### src/rtl/cms_pkg.sv
// Shared types for the cipher mode sequencer.
// Assumes: mode codes are decoded by software exactly as listed here.
package cms_pkg;
    typedef enum logic [2:0] {
        MD_ECB    = 3'd0,
        MD_CBCMAC = 3'd1,
        MD_CTR    = 3'd2,
        MD_OFB    = 3'd3,
        MD_CCM    = 3'd4
    } md_e;

    typedef enum logic [2:0] {
        ST_IDLE,
        ST_FETCH,
        ST_ARR,
        ST_ISSUE,
        ST_WAIT,
        ST_POST
    } st_e;
endpackage

### src/rtl/cms_ctrl.sv
// Sequencing FSM: fetch a block, arrange the engine input, issue it, wait for
// the result, post-process it. Tracks the CCM pass and the counter-seed step.
// Assumes: the mode input is stable while busy (guarded at the top level).
module cms_ctrl
    import cms_pkg::*;
(
    input  logic clk,
    input  logic rst_n,
    input  logic start,
    input  md_e  mode,
    input  logic in_valid,
    input  logic in_last,
    input  logic eng_ready,
    input  logic eng_out_valid,
    output logic in_ready,
    output logic seed_take,
    output logic blk_take,
    output logic arr_en,
    output logic eng_valid,
    output logic issue_fire,
    output logic raw_take,
    output logic post_en,
    output md_e  eff_mode,
    output logic tag_set,
    output logic busy,
    output logic done,
    output logic tag_valid
);
    st_e  st;
    logic pass2;
    logic seed;
    logic last_q;

    // Mode in force for the current step; CCM maps to its current pass.
    always_comb begin
        case (mode)
            MD_CCM:  eff_mode = pass2 ? MD_CTR : MD_CBCMAC;
            default: eff_mode = mode;
        endcase
    end

    // State-derived strobes for the datapath.
    assign in_ready   = (st == ST_FETCH);
    assign seed_take  = in_ready && in_valid && seed;
    assign blk_take   = in_ready && in_valid && !seed;
    assign arr_en     = (st == ST_ARR);
    assign eng_valid  = (st == ST_ISSUE);
    assign issue_fire = eng_valid && eng_ready;
    assign raw_take   = (st == ST_WAIT) && eng_out_valid;
    assign post_en    = (st == ST_POST);
    assign tag_set    = post_en && last_q && (eff_mode == MD_CBCMAC);

    // State, pass tracking and status bits.
    always_ff @(posedge clk) begin
        if (!rst_n) begin
            st        <= ST_IDLE;
            pass2     <= 1'b0;
            seed      <= 1'b0;
            last_q    <= 1'b0;
            busy      <= 1'b0;
            done      <= 1'b0;
            tag_valid <= 1'b0;
        end else begin
            case (st)
                ST_IDLE: begin
                    if (start) begin
                        st        <= ST_FETCH;
                        busy      <= 1'b1;
                        done      <= 1'b0;
                        tag_valid <= 1'b0;
                        pass2     <= 1'b0;
                        seed      <= 1'b0;
                    end
                end
                ST_FETCH: begin
                    if (in_valid) begin
                        if (seed) begin
                            seed <= 1'b0;
                        end else begin
                            last_q <= in_last;
                            st     <= ST_ARR;
                        end
                    end
                end
                ST_ARR:   st <= ST_ISSUE;
                ST_ISSUE: if (eng_ready) st <= ST_WAIT;
                ST_WAIT:  if (eng_out_valid) st <= ST_POST;
                ST_POST: begin
                    if (last_q) begin
                        if (tag_set) tag_valid <= 1'b1;
                        if (mode == MD_CCM && !pass2) begin
                            pass2 <= 1'b1;
                            seed  <= 1'b1;
                            st    <= ST_FETCH;
                        end else begin
                            busy <= 1'b0;
                            done <= 1'b1;
                            st   <= ST_IDLE;
                        end
                    end else begin
                        st <= ST_FETCH;
                    end
                end
                default: st <= ST_IDLE;
            endcase
        end
    end

    p_busy_done_excl_r9: assert property (@(posedge clk) disable iff (!rst_n)
        !(busy && done));
    p_start_clears_r9: assert property (@(posedge clk) disable iff (!rst_n)
        (start && !busy) |=> (busy && !done && !tag_valid));
    p_ready_busy_r8: assert property (@(posedge clk) disable iff (!rst_n)
        in_ready |-> busy);
    p_req_hold_r8: assert property (@(posedge clk) disable iff (!rst_n)
        (eng_valid && !eng_ready) |=> eng_valid);
    p_req_after_fetch_r8: assert property (@(posedge clk) disable iff (!rst_n)
        eng_valid |-> !in_ready);
endmodule

### src/rtl/cms_ivreg.sv
// Single IV register: holds the loaded IV, the CBC/OFB chaining value, and
// serves as the counter in counter mode (low CTR_W bits step, rest held).
// Assumes: at most one update source matters; load wins over chain over step.
module cms_ivreg #(
    parameter int BLK_W = 128,
    parameter int CTR_W = 32
) (
    input  logic             clk,
    input  logic             rst_n,
    input  logic             load_en,
    input  logic [BLK_W-1:0] load_val,
    input  logic             chain_en,
    input  logic [BLK_W-1:0] chain_val,
    input  logic             inc_en,
    output logic [BLK_W-1:0] iv
);
    // Prioritised update of the IV / chain / counter register.
    always_ff @(posedge clk) begin
        if (!rst_n) begin
            iv <= '0;
        end else if (load_en) begin
            iv <= load_val;
        end else if (chain_en) begin
            iv <= chain_val;
        end else if (inc_en) begin
            iv[CTR_W-1:0] <= iv[CTR_W-1:0] + CTR_W'(1);
        end
    end

    p_ctr_step_r4: assert property (@(posedge clk) disable iff (!rst_n)
        (inc_en && !load_en && !chain_en) |=>
        (iv[BLK_W-1:CTR_W] == $past(iv[BLK_W-1:CTR_W]))
        && (iv[CTR_W-1:0] == $past(iv[CTR_W-1:0]) + CTR_W'(1)));
endmodule

### src/rtl/cms_keymask.sv
// Zeroes key words beyond the selected key length, one word per generate slot.
// Assumes: KEY_W is a multiple of WORD_W and of 4*WORD_W/... lengths are
// KEY_W/2, 3*KEY_W/4 and KEY_W for codes 0, 1 and 2/3.
module cms_keymask #(
    parameter int KEY_W  = 256,
    parameter int WORD_W = 64
) (
    input  logic [KEY_W-1:0] key,
    input  logic [1:0]       klen,
    output logic [KEY_W-1:0] key_eff
);
    localparam int NW    = KEY_W / WORD_W;
    localparam int LIM_W = $clog2(KEY_W) + 2;

    logic [LIM_W-1:0] lim;

    // Number of key bits in use for the length code.
    always_comb begin
        case (klen)
            2'd0:    lim = LIM_W'(KEY_W / 2);
            2'd1:    lim = LIM_W'((KEY_W * 3) / 4);
            default: lim = LIM_W'(KEY_W);
        endcase
    end

    for (genvar w = 0; w < NW; w++) begin : g_word
        assign key_eff[w*WORD_W +: WORD_W] =
            (LIM_W'((w + 1) * WORD_W) <= lim) ? key[w*WORD_W +: WORD_W] : '0;
    end
endmodule

### src/rtl/cms_xform.sv
// Per-mode input arrangement and output modification (pure logic; each result
// is registered by the caller, so each takes a single cycle).
// Assumes: eff_mode never carries the CCM code.
module cms_xform
    import cms_pkg::*;
#(
    parameter int BLK_W = 128
) (
    input  md_e              eff_mode,
    input  logic [BLK_W-1:0] din,
    input  logic [BLK_W-1:0] iv,
    input  logic [BLK_W-1:0] raw,
    output logic [BLK_W-1:0] arr_blk,
    output logic [BLK_W-1:0] post_blk
);
    // Engine input: XOR chaining ahead of the engine for CBC-MAC only.
    always_comb begin
        case (eff_mode)
            MD_CBCMAC:      arr_blk = din ^ iv;
            MD_CTR, MD_OFB: arr_blk = iv;
            default:        arr_blk = din;
        endcase
    end

    // Engine output: keystream XOR behind the engine for CTR and OFB.
    always_comb begin
        case (eff_mode)
            MD_CTR, MD_OFB: post_blk = raw ^ din;
            default:        post_blk = raw;
        endcase
    end
endmodule

### src/rtl/cipher_mode_seq.sv
// Top of the cipher mode sequencer: configuration registers, block staging
// registers, and the glue between FSM, IV register, key mask and transforms.
// Assumes: the engine holds its result for one eng_out_valid pulse and takes
// one request at a time.
module cipher_mode_seq
    import cms_pkg::*;
#(
    parameter int BLK_W = 128,
    parameter int KEY_W = 256,
    parameter int CTR_W = 32
) (
    input  logic             clk,
    input  logic             rst_n,
    input  logic             cfg_load,
    input  logic [2:0]       cfg_mode,
    input  logic [1:0]       cfg_klen,
    input  logic [KEY_W-1:0] cfg_key,
    input  logic [BLK_W-1:0] cfg_iv,
    input  logic             start,
    input  logic             in_valid,
    output logic             in_ready,
    input  logic [BLK_W-1:0] in_data,
    input  logic             in_last,
    output logic             eng_valid,
    input  logic             eng_ready,
    output logic [KEY_W-1:0] eng_key,
    output logic [1:0]       eng_klen,
    output logic [BLK_W-1:0] eng_block,
    input  logic             eng_out_valid,
    input  logic [BLK_W-1:0] eng_out,
    output logic             out_valid,
    output logic [BLK_W-1:0] out_data,
    output logic             tag_valid,
    output logic [BLK_W-1:0] tag_out,
    output logic             busy,
    output logic             done
);
    localparam int WORD_W = KEY_W / 4;

    logic [KEY_W-1:0] key_q;
    logic [1:0]       klen_q;
    md_e              mode_q;
    logic [BLK_W-1:0] din_q, blk_q, raw_q, out_q, tag_q, iv;
    logic [BLK_W-1:0] arr_blk, post_blk;
    logic             ov_q;
    logic             cfg_ok;
    logic             seed_take, blk_take, arr_en, issue_fire, raw_take;
    logic             post_en, tag_set;
    md_e              eff_mode;

    assign cfg_ok = cfg_load && !busy;

    // Configuration capture, idle only; unknown mode codes fall back to ECB.
    always_ff @(posedge clk) begin
        if (!rst_n) begin
            key_q  <= '0;
            klen_q <= 2'd0;
            mode_q <= MD_ECB;
        end else if (cfg_ok) begin
            key_q  <= cfg_key;
            klen_q <= cfg_klen;
            mode_q <= (cfg_mode > 3'd4) ? MD_ECB : md_e'(cfg_mode);
        end
    end

    cms_ctrl u_ctrl (
        .clk          (clk),
        .rst_n        (rst_n),
        .start        (start),
        .mode         (mode_q),
        .in_valid     (in_valid),
        .in_last      (in_last),
        .eng_ready    (eng_ready),
        .eng_out_valid(eng_out_valid),
        .in_ready     (in_ready),
        .seed_take    (seed_take),
        .blk_take     (blk_take),
        .arr_en       (arr_en),
        .eng_valid    (eng_valid),
        .issue_fire   (issue_fire),
        .raw_take     (raw_take),
        .post_en      (post_en),
        .eff_mode     (eff_mode),
        .tag_set      (tag_set),
        .busy         (busy),
        .done         (done),
        .tag_valid    (tag_valid)
    );

    cms_ivreg #(.BLK_W(BLK_W), .CTR_W(CTR_W)) u_iv (
        .clk      (clk),
        .rst_n    (rst_n),
        .load_en  (cfg_ok || seed_take),
        .load_val (cfg_ok ? cfg_iv : in_data),
        .chain_en (post_en && (eff_mode == MD_CBCMAC || eff_mode == MD_OFB)),
        .chain_val(raw_q),
        .inc_en   (issue_fire && (eff_mode == MD_CTR)),
        .iv       (iv)
    );

    cms_keymask #(.KEY_W(KEY_W), .WORD_W(WORD_W)) u_kmask (
        .key    (key_q),
        .klen   (klen_q),
        .key_eff(eng_key)
    );

    cms_xform #(.BLK_W(BLK_W)) u_xf (
        .eff_mode(eff_mode),
        .din     (din_q),
        .iv      (iv),
        .raw     (raw_q),
        .arr_blk (arr_blk),
        .post_blk(post_blk)
    );

    // Block staging: input capture, arranged engine input, raw engine result.
    always_ff @(posedge clk) begin
        if (!rst_n) begin
            din_q <= '0;
            blk_q <= '0;
            raw_q <= '0;
        end else begin
            if (blk_take) din_q <= in_data;
            if (arr_en)   blk_q <= arr_blk;
            if (raw_take) raw_q <= eng_out;
        end
    end

    // Result emission and tag capture.
    always_ff @(posedge clk) begin
        if (!rst_n) begin
            ov_q  <= 1'b0;
            out_q <= '0;
            tag_q <= '0;
        end else begin
            ov_q <= post_en && (eff_mode != MD_CBCMAC);
            if (post_en && eff_mode != MD_CBCMAC) out_q <= post_blk;
            if (tag_set) tag_q <= raw_q;
        end
    end

    assign eng_block = blk_q;
    assign eng_klen  = klen_q;
    assign out_valid = ov_q;
    assign out_data  = out_q;
    assign tag_out   = tag_q;

    p_block_hold_r8: assert property (@(posedge clk) disable iff (!rst_n)
        (eng_valid && !eng_ready) |=> $stable(eng_block));
    p_no_data_cbc_r3: assert property (@(posedge clk) disable iff (!rst_n)
        (post_en && eff_mode == MD_CBCMAC) |=> !out_valid);
    p_tag_hold_r3: assert property (@(posedge clk) disable iff (!rst_n)
        (tag_valid && !start) |=> (tag_valid && $stable(tag_out)));
    p_cfg_locked_r10: assert property (@(posedge clk) disable iff (!rst_n)
        (cfg_load && busy) |=> ($stable(key_q) && $stable(klen_q) && $stable(mode_q)));
    p_out_pulse_r11: assert property (@(posedge clk) disable iff (!rst_n)
        out_valid |=> !out_valid);
endmodule

### config.mk
export PLATFORM = sky130hd
export DESIGN_NAME = cipher_mode_seq
export DESIGN_NICKNAME = d
export VERILOG_FILES = /design/src/rtl/cms_pkg.sv /design/src/rtl/cms_ctrl.sv /design/src/rtl/cms_ivreg.sv /design/src/rtl/cms_keymask.sv /design/src/rtl/cms_xform.sv /design/src/rtl/cipher_mode_seq.sv
export SDC_FILE = /design/constraint.sdc
export NUM_CORES = 2
export LEC_CHECK = 0
export BUFFER_PORTS_ARGS = -buffer_cell sky130_fd_sc_hd__buf_2
export CAP_MARGIN = 25
export CORE_AREA = 2 2 512 514
export DETAILED_ROUTE_END_ITERATION = 16
export DIE_AREA = 0 0 514 516
export PLACE_DENSITY = 0.47
export RECOVER_POWER = 100
export SYNTH_ARGS = -nofsm -noshare
export SYNTH_HDL_FRONTEND = slang
export SYNTH_SLANG_ARGS = --single-unit
### constraint.sdc
create_clock -name clk -period 2 [get_ports clk]
set_input_delay 0.2 -clock clk [delete_from_list [all_inputs] [get_ports clk]]
set_output_delay 0.2 -clock clk [all_outputs]
set_load 0.05 [all_outputs]
==> impl_metrics.toml <==
[run_status]
run_status = "finished, violations left"
violations = "negative setup slack"

[floorplanning]
die_area_um2 = 265000
rows = 187
io-pin-count = 1301
fp.dieW_um = 514
core_um2 = 259000
initial_utilization_pct = 17.5
dieHeight_um = 516

[logic_synthesis]
syn_area_um2 = 45300
yosysWarnings = 0
synth_top_family_by_area = "simple AND/OR/NAND/NOR gates"
synthCells = 5961
synth-compound-area-share_pct = 22.4
synthMuxAreaShare_pct = 0.0691
synthFlopType = "dfxtp_1"
syn_area_per_cell_um2 = 7.59
synth_edf_count = 0
synth.distinct_cells = 69
synthSimpleGateAreaFrac_pct = 22.8
synth.largest_area_cell = "dfxtp_1"
yosysTopAreaCellShare_pct = 46.0
synth_nets = 6615
synth-seq-area-share_pct = 46.0
synth.ff_latch_count = 1039
async_reset_ff_share_pct = 0
synthAdderAreaFrac_pct = 0.0276
synth_area_leaders = "dfxtp_1 46%, nand2_1 16%, a21oi_1 8.7%"
synth-xor-area-share_pct = 2.81

[timing]
post-route-period-util_pct = 110
relSlewSlack_pct = 11.3
setup_slack_ns = -0.199
finalMaxSlewViolations = 0
finalClockSkew_ns = 0.0447
finalHoldViolCount = 0
worst_pin_slew_ns = 1.33
rsz0062_at_grt = "true"
max_freq_ghz = 0.455
setup_violations = 625
fin_crit_ns = 2.20
timing.setup.tns_ns = -48.19

[route]
wl_per_cell_um = 24.4
routed_via_density = 4.48
drt_iter0_markers = 3545
drc = 0
finalWirelength_mm = 279
ant_nets = 0
firstDrtPassIters = 6
vias = 51210

[global_route]
grt_antenna_before_repair = 90
grt_pass1_wl_mm = 373
grt_max_degree = 177
grt_pass1_vias = 49165
grt-ovfl-total = 0
grt_use_total_pct = 19.6

[power_and_ir_drop]
clockPowerShare_pct = 39.9
comb_power_share_pct = 23.1
p_leak_uw = 0.0272
max-vdd-ir-drop_v = 0.000885
p_int_uw = 41600
power.density_nw_per_um2 = 865
p_sw_uw = 21100
pwr-share-seq_pct = 37.0
sw_frac_of_total_pct = 33.7

[worst_setup_path]
worstSetupStartpoint = "eng_klen[1]"
r2r-start = "mode_q[1]"
r2r_end = "u_iv.iv[25]"
rrSetupSlack_ns = -0.16
critical_path_class = "flop to output pin"
crit_required_ns = 1.80
endpoint_kind = "output pin"
ff2ff_path_depth = 10
arrival_ns = 2.00
cp_max_fo = 8
start_kind = "flop"

[placement]
numPortBuffers = 1300
placed_area_um2 = 57500
hpwl_mm = 207
gp_congestion = 0.921
pre_cts_slack_ns = -0.241

[run]
drv_cap = 0

[clock_network]
cts_sinks = 1039
clk_pin_slew_worst_paths_ns = 0.06
htree_levels = 4
clk_latency_ns = 0.81
cts_tree = "yes"
clk_path_buf_depth = 3
cts_buffers = 135
cts-root-buf = "clkbuf_16"

[min_path]
min_to = "u_iv.iv[19]"
worstHoldPathCells = 5
hold_path.class = "primary input to flop"
hold_path_startpoint = "cfg_iv[19]"

[final_layout]
design_area_um2 = 72500
drive_above_1_share_pct = 26.4
final_cell_mix = "1,878 x nand2_1, 1,028 x dfxtp_1, 747 x a21oi_1"
layout_commonest_cell = "nand2_1"
syn_to_final_growth_pct = 60.1
layout.nets = 8538
-- power groups by stage --
stage / clock [uW] / combinational, uW / sequential, uW
after floorplan: 0 / 6550 / 23500
after global placement: 0 / 11800 / 23500
after detailed placement: 0 / 11900 / 23600
after CTS: 25700 / 14100 / 23100
after global routing: 26500 / 15400 / 23400
final: 25000 / 14500 / 23200
-- critical path, cell delays in order (launching register included) --
cell	delay, ns
dfxtp_4	0.42
nor2_4	0.08
buf_12	0.14
buf_16	0.17
nor2b_4	0.19
buf_8	0.17
-- sequential cells by signal (all words and copies together), names as in the netlist --
signal and count:
u_ctrl.last_q 1, u_ctrl.st 3, u_ctrl.seed 1, din_q 128, out_data 128, out_valid 1
u_ctrl.tag_valid 1, tag_out 128, mode_q 3, u_ctrl.busy 1, key_q 256, eng_klen 2
u_ctrl.pass2 1, eng_block 128, raw_q 128, u_ctrl.done 1, u_iv.iv 128
-- final cells by class --
class / instances / area [um^2]
fill: 28065 / 187000
multi-input combinational: 4290 / 22800
sequential: 1039 / 20800
timing repair buffer: 2413 / 20000
tap: 3402 / 4260
clock buffer: 187 / 3810
clock inverter: 49 / 658
antenna: 41 / 103
inverter: 5 / 26.3
-- per-stage QoR --
step           instances  util (%)  total power (uW)  hold slack [ns]
2_1_floorplan       5961         -             30000            0.336
3_3_place_gp       10395      22.2             35400            0.437
3_5_place_dp       10395      22.2             35500            0.442
4_1_cts            11332      27.4             62900           0.0421
5_1_grt            11412      27.9             65200           0.0625
6_report           11426      28.0             62700           0.0812
-- timing repair --
action,CTS,global route
gates resized for setup,486,235
endpoints found under the hold margin,663,0
cloned,20,23
pin swaps,34,100
endpoints found under the setup margin,635,658
setup buffers,24,34
hold buffers,658,0
-- layer usage --
metal	track usage (%)	up-vias	part of all wire, %
li1	-	23913	-
met1	23.2	24799	40
met2	33.5	2026	48
met3	4.65	446	7.2
met4	8.31	26	4.9
met5	0	-	0.061
-- how the worst max path moves through the flow --
stage,end,cells after the start
2_1_floorplan,u_iv.iv[14],8
3_3_place_gp,u_iv.iv[1],7
3_5_place_dp,u_iv.iv[26],7
4_1_cts,eng_key[160],5
5_1_grt,eng_key[143],5
6_report,eng_key[163],5
-- cells in the mapped netlist (all sizes together) (8+ instances only) --
cell type,count
nor3,16
xnor2,9
a21oi,789
nand4,13
a31oi,8
nor2b,73
o221a,10
a211o,131
buf,154
nand2,1892
a21boi,251
xor2,136
and2,70
nor2,159
dfxtp,1039
o22ai,8
clkbuf,473
o211ai,101
a211oi,131
nand3,248
o21ai,170
-- cells by family after synthesis --
| family | count (synthesis) |
|---|---|
| simple gates | 2505 |
| compound gates | 1636 |
| flops | 1039 |
| buf+inv | 632 |
| xor+xnor | 145 |
| mux | 3 |
| fa+ha+maj | 1 |
Note: power is estimated with default switching activity, not from simulation.
